<file path="config.mk">
export PLATFORM = sky130hd
export DESIGN_NAME = nvm_write_ctrl
export DESIGN_NICKNAME = d
export VERILOG_FILES = /design/src/rtl/nvm_pkg.sv /design/src/rtl/nvm_unlock.sv /design/src/rtl/nvm_prog_timer.sv /design/src/rtl/nvm_array.sv /design/src/rtl/nvm_write_ctrl.sv
export SDC_FILE = /design/constraint.sdc
export NUM_CORES = 2
export LEC_CHECK = 0
export ABC_CLOCK_PERIOD_IN_PS = 8700
export CAP_MARGIN = 10
export CELL_PAD_IN_SITES_DETAIL_PLACEMENT = 2
export CELL_PAD_IN_SITES_GLOBAL_PLACEMENT = 2
export CORE_ASPECT_RATIO = 0.5
export CORE_MARGIN = 4
export CORE_UTILIZATION = 43
export CTS_CLUSTER_DIAMETER = 100
export CTS_CLUSTER_SIZE = 28
export DETAILED_ROUTE_END_ITERATION = 8
export GPL_TIMING_DRIVEN = 0
export PLACE_DENSITY_LB_ADDON = 0.1
export REMOVE_ABC_BUFFERS = 1
export SLEW_MARGIN = 10
export SYNTH_ARGS = -nofsm -noshare
export SYNTH_HDL_FRONTEND = slang
export SYNTH_SLANG_ARGS = --single-unit
</file>
<file path="constraint.sdc">
create_clock -name clk -period 8.7 [get_ports clk]
set_input_delay 0.87 -clock clk [delete_from_list [all_inputs] [get_ports clk]]
set_output_delay 0.87 -clock clk [all_outputs]
set_load 0.01 [all_outputs]
</file>
<file path="src/rtl/nvm_pkg.sv">
package nvm_pkg;
  localparam int BYTE_W = 8;
  localparam logic [BYTE_W-1:0] KEY_FIRST  = 8'h55;
  localparam logic [BYTE_W-1:0] KEY_SECOND = 8'hAA;

  typedef enum logic [1:0] {
    SEL_ADDR = 2'd0,
    SEL_DATA = 2'd1,
    SEL_CTRL = 2'd2,
    SEL_KEY  = 2'd3
  } reg_sel_e;

  typedef enum logic [1:0] {
    UL_IDLE  = 2'd0,
    UL_HALF  = 2'd1,
    UL_ARMED = 2'd2
  } unlock_e;

  localparam int CB_START = 0;
  localparam int CB_WEN   = 1;
  localparam int CB_MSEL  = 2;
  localparam int CB_DONE  = 3;
endpackage

</file>
<file path="src/rtl/nvm_unlock.sv">
module nvm_unlock
  import nvm_pkg::*;
(
  input  logic              clk,
  input  logic              rst,
  input  logic              acc,
  input  logic              key_wr,
  input  logic [BYTE_W-1:0] key_val,
  output logic              armed
);
  unlock_e st_q, st_d;

  always_comb begin
    st_d = st_q;
    if (acc) begin
      if (key_wr && key_val == KEY_FIRST)
        st_d = UL_HALF;
      else if (st_q == UL_HALF && key_wr && key_val == KEY_SECOND)
        st_d = UL_ARMED;
      else
        st_d = UL_IDLE;
    end
  end

  always_ff @(posedge clk) begin
    if (rst) st_q <= UL_IDLE;
    else     st_q <= st_d;
  end

  assign armed = (st_q == UL_ARMED);

  AST_ARMED_AFTER_KEY: assert property (@(posedge clk) disable iff (rst)
    $rose(armed) |-> $past(key_wr && key_val == KEY_SECOND));
endmodule

</file>
<file path="src/rtl/nvm_prog_timer.sv">
module nvm_prog_timer
  import nvm_pkg::*;
#(
  parameter int ADDR_W    = 8,
  parameter int CYCLE_LEN = 6000
) (
  input  logic              clk,
  input  logic              rst,
  input  logic              go,
  input  logic [ADDR_W-1:0] in_addr,
  input  logic [BYTE_W-1:0] in_data,
  output logic              busy,
  output logic              fin,
  output logic [ADDR_W-1:0] lat_addr,
  output logic [BYTE_W-1:0] lat_data
);
  localparam int CNT_W = (CYCLE_LEN > 1) ? $clog2(CYCLE_LEN) : 1;
  localparam logic [CNT_W-1:0] LAST = CNT_W'(CYCLE_LEN - 1);

  logic [CNT_W-1:0] cnt;

  assign fin = busy && (cnt == LAST);

  always_ff @(posedge clk) begin
    if (rst) begin
      busy     <= 1'b0;
      cnt      <= '0;
      lat_addr <= '0;
      lat_data <= '0;
    end else if (busy) begin
      if (fin) begin
        busy <= 1'b0;
        cnt  <= '0;
      end else begin
        cnt <= cnt + 1'b1;
      end
    end else if (go) begin
      busy     <= 1'b1;
      cnt      <= '0;
      lat_addr <= in_addr;
      lat_data <= in_data;
    end
  end

  AST_LATCH_HELD: assert property (@(posedge clk) disable iff (rst)
    (busy && $past(busy)) |-> ($stable(lat_addr) && $stable(lat_data)));
  AST_CNT_RANGE: assert property (@(posedge clk) disable iff (rst)
    busy |-> (int'(cnt) < CYCLE_LEN));
endmodule

</file>
<file path="src/rtl/nvm_array.sv">
module nvm_array
  import nvm_pkg::*;
#(
  parameter int ADDR_W = 8
) (
  input  logic              clk,
  input  logic              we,
  input  logic [ADDR_W-1:0] waddr,
  input  logic [BYTE_W-1:0] wdata,
  input  logic              re,
  input  logic [ADDR_W-1:0] raddr,
  output logic [BYTE_W-1:0] rdata
);
  localparam int DEPTH = 1 << ADDR_W;

  logic [BYTE_W-1:0] mem [DEPTH];

  initial begin
    for (int i = 0; i < DEPTH; i++) mem[i] = '0;
  end

  always_ff @(posedge clk) begin
    if (we) mem[waddr] <= wdata;
  end

  always_ff @(posedge clk) begin
    if (re) rdata <= mem[raddr];
  end
endmodule

</file>
<file path="src/rtl/nvm_write_ctrl.sv">
module nvm_write_ctrl
  import nvm_pkg::*;
#(
  parameter int ADDR_W    = 8,
  parameter int CYCLE_LEN = 6000
) (
  input  logic              clk,
  input  logic              rst,
  input  logic              reg_wr,
  input  logic              reg_rd,
  input  logic [1:0]        reg_sel,
  input  logic [BYTE_W-1:0] reg_wdata,
  output logic [BYTE_W-1:0] reg_rdata,
  input  logic              arr_rd,
  output logic [BYTE_W-1:0] arr_rdata,
  output logic              arr_rvalid,
  output logic              busy,
  output logic              done
);
  logic [ADDR_W-1:0] addr_q;
  logic [BYTE_W-1:0] data_q;
  logic              wen_q, msel_q;
  logic              armed, fin, go;
  logic [ADDR_W-1:0] lat_addr;
  logic [BYTE_W-1:0] lat_data;
  logic              wr_addr, wr_data, wr_ctrl, wr_key;
  logic [BYTE_W-1:0] ctrl_view;

  assign wr_addr = reg_wr && reg_sel == SEL_ADDR;
  assign wr_data = reg_wr && reg_sel == SEL_DATA;
  assign wr_ctrl = reg_wr && reg_sel == SEL_CTRL;
  assign wr_key  = reg_wr && reg_sel == SEL_KEY;

  assign go = wr_ctrl && reg_wdata[CB_START] && reg_wdata[CB_WEN]
              && !reg_wdata[CB_MSEL] && armed && !busy;

  nvm_unlock u_unlock (
    .clk     (clk),
    .rst     (rst),
    .acc     (reg_wr || reg_rd),
    .key_wr  (wr_key),
    .key_val (reg_wdata),
    .armed   (armed)
  );

  nvm_prog_timer #(.ADDR_W(ADDR_W), .CYCLE_LEN(CYCLE_LEN)) u_timer (
    .clk      (clk),
    .rst      (rst),
    .go       (go),
    .in_addr  (addr_q),
    .in_data  (data_q),
    .busy     (busy),
    .fin      (fin),
    .lat_addr (lat_addr),
    .lat_data (lat_data)
  );

  nvm_array #(.ADDR_W(ADDR_W)) u_array (
    .clk   (clk),
    .we    (fin),
    .waddr (lat_addr),
    .wdata (lat_data),
    .re    (arr_rd),
    .raddr (addr_q),
    .rdata (arr_rdata)
  );

  always_ff @(posedge clk) begin
    if (rst) begin
      addr_q <= '0;
      data_q <= '0;
      wen_q  <= 1'b0;
      msel_q <= 1'b0;
      done   <= 1'b0;
    end else begin
      if (wr_addr) addr_q <= reg_wdata[ADDR_W-1:0];
      if (wr_data) data_q <= reg_wdata;
      if (wr_ctrl) begin
        wen_q  <= reg_wdata[CB_WEN];
        msel_q <= reg_wdata[CB_MSEL];
      end
      if (fin)
        done <= 1'b1;
      else if (wr_ctrl && reg_wdata[CB_DONE])
        done <= 1'b0;
    end
  end

  always_comb begin
    ctrl_view = '0;
    ctrl_view[CB_START] = busy;
    ctrl_view[CB_WEN]   = wen_q;
    ctrl_view[CB_MSEL]  = msel_q;
    ctrl_view[CB_DONE]  = done;
  end

  always_ff @(posedge clk) begin
    if (rst) begin
      reg_rdata  <= '0;
      arr_rvalid <= 1'b0;
    end else begin
      if (reg_rd) begin
        unique case (reg_sel)
          SEL_ADDR: reg_rdata <= BYTE_W'(addr_q);
          SEL_DATA: reg_rdata <= data_q;
          SEL_CTRL: reg_rdata <= ctrl_view;
          default:  reg_rdata <= '0;
        endcase
      end
      arr_rvalid <= arr_rd && !(busy && addr_q == lat_addr);
    end
  end

  AST_START_NEEDS_UNLOCK: assert property (@(posedge clk) disable iff (rst)
    $rose(busy) |-> $past(armed));
  AST_START_NEEDS_WEN: assert property (@(posedge clk) disable iff (rst)
    $rose(busy) |-> $past(reg_wdata[CB_WEN] && !reg_wdata[CB_MSEL]));
  AST_DONE_AT_END: assert property (@(posedge clk) disable iff (rst)
    $fell(busy) |-> done);
  AST_BUSY_READ_BLOCKED: assert property (@(posedge clk) disable iff (rst)
    (arr_rd && busy && addr_q == lat_addr) |=> !arr_rvalid);
endmodule

</file>
==> Flow_metrics.wiki <==
{| class="wikitable"
! Metric !! Value
|-
| Pin count of the biggest net entering global routing || 87
|-
| Number of unique standard cell types used by synthesis || 64
|-
| Data arrival at the endpoint of the critical path || 6070 ps
|-
| Later-pin clock latency in the skew report || 750 ps
|-
| Number of fill cells in the layout || 16900
|-
| Largest cells by area after synthesis || sky130_fd_sc_hd__edfxtp_1, sky130_fd_sc_hd__mux4_2, sky130_fd_sc_hd__mux2i_1
|-
| Status || finished, final reports clean
|-
| Largest fanout on the critical path || 40
|-
| Proportion of power drawn by combinational gates || 2.1%
|-
| Final number of setup-violating endpoints || 0
|-
| Main combinational cell family by area after synthesis || multiplexers
|-
| Dominant delay contributor by cell family on the critical path || buffers and inverters
|-
| TritonCTS clock tree || built
|-
| Crit path kind || flip-flop to flip-flop
|-
| Power per standard cell area || 183.4 nW/um^2
|-
| Core box area || 189700 sq um
|-
| Number of violations reported at the end of detailed-routing iteration 0 || 4697
|-
| Worst hold slack || 490.4 ps
|-
| Worst min-delay path endpoint || data_q[7]$_SDFFE_PP0P_
|-
| Synthesis-to-layout area growth || 8.497%
|-
| Share of synthesized cell area in full adder, half adder and majority cells || 0.01526%
|-
| Setup crit start kind || flip-flop
|-
| Fin crit period || between 5000 and 6000 ps
|-
| Most frequently used flop master after synthesis || sky130_fd_sc_hd__edfxtp_1
|-
| DIE WIDTH || 625.6 um
|-
| Gr ovfl total || 0
|-
| Synthesized-area fraction occupied by xor and xnor cells || 0.1175%
|-
| Utilization after layout || 46.89%
|-
| Unrepaired setup endpoints after global routing || no
|-
| Number of global-route vias before repair || 44370
|-
| Final layout net count || 4138
|-
| Internal Dissipation || 13.00 mW
|-
| Clk root buf || sky130_fd_sc_hd__clkbuf_16
|-
| Count of H-tree levels built during CTS || 3
|-
| Max rail drop VDD || 0.1449 mV
|-
| Clock sinks || around 2100
|-
| Number of synthesized flops with an enable pin || about 2100
|-
| Die area || 198200 sq um
|-
| Worst slew margin relative to its limit || between 10% and 20%
|-
| Floorplan die height || 316.8 um
|-
| Max-cap violations || 0
|-
| Fraction of registers with async set or reset after synthesis || 0%
|-
| Crit Reg-Reg Endpoint || u_array.rdata[6]$_DFFE_PP_
|-
| CP dominant cell by count || sky130_fd_sc_hd__buf_16
|-
| Proportion of netlist area held by the largest area contributor || 75.29%
|-
| Sequential element share of the synthesized area || 76.75%
|-
| Path type of the worst min-delay path || flip-flop to flip-flop
|-
| Worst hold path startpoint || data_q[7]$_SDFFE_PP0P_
|-
| CTS resizes || 0
|-
| Switching power of the nets || between 3 and 4 mW
|-
| DP Cell Count || 6565
|-
| HPWL after detailed placement || 154900 um
|-
| Total clock buffers created by CTS || 85
|-
| First drt pass iteration count || 5
|-
| Simple-gate share of the synthesized area || 3.430%
|-
| Worst reg2reg setup slack || 3050 ps
|-
| # Post-CTS Setup Buffers || 0
|-
| Initial Util || a little over two fifths
|-
| I/O Pins || 34
|-
| Hold Violations, Final || 0
|-
| Fraction of power spent switching nets || 20.34%
|-
| Number of cells produced by synthesis || 4173
|-
| Clock network fraction of total power || 30.4%
|-
| Count of buffers inserted at the top-level ports || 33
|-
| Initial antenna violation count || 11
|-
| Library cell with the largest summed area after synthesis || sky130_fd_sc_hd__edfxtp_1
|-
| Crit path max-delay cell type || sky130_fd_sc_hd__nor2b_4
|-
| Sequential group share of total power || 67.5%
|-
| Period Utilization, post-route || 64.91%
|-
| Mux share of post-synthesis cell area || 14.00%
|-
| Total of warnings raised by yosys || 0
|-
| Power Total || 16.32 mW
|-
| Flop and latch count out of synthesis || 2116
|-
| Mean cell area of the mapped netlist || a little under 20 sq um
|-
| Number of max-slew violations in the final report || 0
|-
| Worst-margin pin slew || 1274 ps
|-
| WP buf/inv || 6
|-
| Pleak || 30.58 nW
|-
| Finished Layout Cells || 6685
|-
| Ratio of routed vias to standard cells || 6.137
|-
| Maximum buffer depth of the clock tree || 3
|-
| Overall track demand over capacity in global routing || between 20% and 30%
|-
| # rows || 113
|-
| Data required time at the worst endpoint || 9130 ps
|-
| Top achievable clock speed || 177.1 MHz
|-
| Combined area of all synthesized cells || 82010 sq um
|-
| Critical Path Max Stage Delay || 750 ps
|-
| Hold Path Cell Cnt || 2
|-
| Max Clock Skew || 26.52 ps
|-
| Worst Setup End Kind || flip-flop
|-
| Count of unresolved DRC violations after routing || 0
|-
| Worst R2R Path Depth || 12
|-
| WL per Instance || about 35 um
|-
| Compound-Gate Fraction of Synth Area || 4.155%
|-
| Wire length of the first global-routing pass || 341300 um
|-
| Worst path cell trace || buf_12 > buf_16 > buf_16 > buf_16 > buf_16 > buf_16 > nor2b_4 > a221oi_1 > a21oi_1 > o21ai_0 > nor3_1 > nor3_1
|-
| Routed vias || 41030
|-
| Final antenna-violating net count || 0
|-
| Reg-to-Reg Start || addr_q[0]$_SDFFE_PP0P_
|-
| Clock transition at the register clock pins on the worst setup and hold paths after CTS || 110 ps
|-
| Layout cells sized above 1 || 15.85%
|-
| Total detailed-routing wirelength || 237000 um
|-
| GP Congestion || 0.7638
|-
| Number of hold buffers added after cts || 0
|}
layer usage:
metal  wire length [um]  part of all wire [%]  global-route usage, %
met1             104300                    44                  34.39
met2             116300                    49                  39.87
met5                 13                0.0055                      0
met4               3847                   1.6                  4.130
met3              12500                   5.3                  3.382
through the flow:
stage / worst slack, ps / instance area (sq um) / TNS, ps
finish: 3053 / 88970 / 0
global route: 2821 / 88970 / 0
CTS: 3060 / 88970 / 0
floorplan: -15660 / 80780 / -177980
detailed placement: 3079 / 86620 / 0
global placement: -37940 / 84270 / -413850
worst reg2reg max path, cell delays in order (launching register included):
cell and delay, ps:
sky130_fd_sc_hd__dfxtp_4 720, sky130_fd_sc_hd__buf_12 310, sky130_fd_sc_hd__buf_16 290, sky130_fd_sc_hd__buf_16 310, sky130_fd_sc_hd__buf_16 370, sky130_fd_sc_hd__buf_16 360
sky130_fd_sc_hd__buf_16 300, sky130_fd_sc_hd__nor2b_4 770, sky130_fd_sc_hd__a221oi_1 230, sky130_fd_sc_hd__a21oi_1 290, sky130_fd_sc_hd__o21ai_0 320, sky130_fd_sc_hd__nor3_1 740
sky130_fd_sc_hd__nor3_1 310
power by group through the flow:
| stage | Combinational, mW | Clock (mW) | Sequential [mW] |
|---|---|---|---|
| after floorplan | 0.229 | 0 | 11.3 |
| after global placement | 0.407 | 0 | 11.3 |
| after detailed placement | 0.352 | 0 | 11.2 |
| after CTS | 0.352 | 5.09 | 11.0 |
| after global routing | 0.365 | 5.47 | 11.0 |
| final | 0.348 | 4.96 | 11.0 |
cell usage in the layout (no fill, tap or decap), types with 10 or more instances in the layout:
cell	instances
sky130_fd_sc_hd__o21ai_0	46
sky130_fd_sc_hd__mux2i_1	232
sky130_fd_sc_hd__o22ai_1	34
sky130_fd_sc_hd__a22o_1	25
sky130_fd_sc_hd__a21oi_1	115
sky130_fd_sc_hd__dfxtp_1	46
sky130_fd_sc_hd__edfxtp_1	2056
sky130_fd_sc_hd__nand2b_1	10
sky130_fd_sc_hd__o221ai_1	19
sky130_fd_sc_hd__a221oi_1	40
sky130_fd_sc_hd__clkbuf_1	24
sky130_fd_sc_hd__o32ai_1	10
sky130_fd_sc_hd__clkbuf_16	88
sky130_fd_sc_hd__nor2b_1	11
sky130_fd_sc_hd__a211oi_1	19
sky130_fd_sc_hd__a22oi_1	139
sky130_fd_sc_hd__nand2_2	12
sky130_fd_sc_hd__mux4_2	401
sky130_fd_sc_hd__buf_16	56
sky130_fd_sc_hd__buf_12	30
sky130_fd_sc_hd__nor2_1	360
sky130_fd_sc_hd__nand2_1	85
sky130_fd_sc_hd__nor3_1	32
sky130_fd_sc_hd__dfxtp_4	14
sky130_fd_sc_hd__clkdlybuf4s50_1	32
sky130_fd_sc_hd__nand3_1	57
sky130_fd_sc_hd__mux2_2	11
worst max path at each step:
| stage | startpoint | to | slack (ps) | cells past startpoint |
|---|---|---|---|---|
| 4_1_cts | addr_q[0]$_SDFFE_PP0P_ | u_array.rdata[6]$_DFFE_PP_ | 3060 | 12 |
| 5_1_grt | addr_q[0]$_SDFFE_PP0P_ | u_array.rdata[6]$_DFFE_PP_ | 2820 | 12 |
| 3_3_place_gp | addr_q[0]$_SDFFE_PP0P_ | u_array.rdata[2]$_DFFE_PP_ | -37940 | 6 |
| 2_1_floorplan | addr_q[0]$_SDFFE_PP0P_ | u_array.rdata[6]$_DFFE_PP_ | -15660 | 6 |
| 3_5_place_dp | addr_q[0]$_SDFFE_PP0P_ | u_array.rdata[6]$_DFFE_PP_ | 3080 | 12 |
| 6_report | addr_q[0]$_SDFFE_PP0P_ | u_array.rdata[6]$_DFFE_PP_ | 3050 | 12 |
logic make-up (layout without fill, tap and decap cells):
| kind of cell | after synthesis | in the layout |
|---|---|---|
| other cells | 0 | 3 |
| buf+inv | 267 | 246 |
| fa+ha+maj | 1 | 1 |
| xor+xnor | 11 | 11 |
| flops | 2116 | 2116 |
| mux | 644 | 644 |
| simple gates | 641 | 641 |
| compound gates | 493 | 493 |
flip-flops by register name, summed over array words and instances, names as in the netlist, 2 cells and up:
register	flops
u_array.mem	2048
u_timer.lat_data	8
u_timer.cnt	13
addr_q	8
reg_rdata	8
u_unlock.st_q	2
u_array.rdata	8
u_timer.lat_addr	8
data_q	8
synthesized netlist by cell type, types with 23 or more instances:
library cell / n
sky130_fd_sc_hd__edfxtp_1: 2056
sky130_fd_sc_hd__mux4_2: 401
sky130_fd_sc_hd__nor2_1: 362
sky130_fd_sc_hd__mux2i_1: 232
sky130_fd_sc_hd__a22oi_1: 139
sky130_fd_sc_hd__clkbuf_1: 135
sky130_fd_sc_hd__a21oi_1: 115
sky130_fd_sc_hd__nand2_1: 98
sky130_fd_sc_hd__buf_2: 65
sky130_fd_sc_hd__dfxtp_1: 60
sky130_fd_sc_hd__nand3_1: 60
sky130_fd_sc_hd__o21ai_0: 46
sky130_fd_sc_hd__a221oi_1: 40
sky130_fd_sc_hd__o22ai_1: 34
sky130_fd_sc_hd__nor3_1: 33
sky130_fd_sc_hd__a22o_1: 25
sky130_fd_sc_hd__buf_4: 25
sky130_fd_sc_hd__buf_1: 23
layout make-up:
type	instances	area (sq um)	area share [%]
clock buffers	112	2292	2.576
clock inverters	5	58.81	0.06609
repair buffers	121	2490	2.798
flip-flops and latches	2116	62990	70.80
inverters	8	31.28	0.03516
well taps	2530	3166	3.558
multi-input cells	1790	17940	20.16
diodes	3	7.507	0.008438
Note: power is estimated with default switching activity, not from simulation.
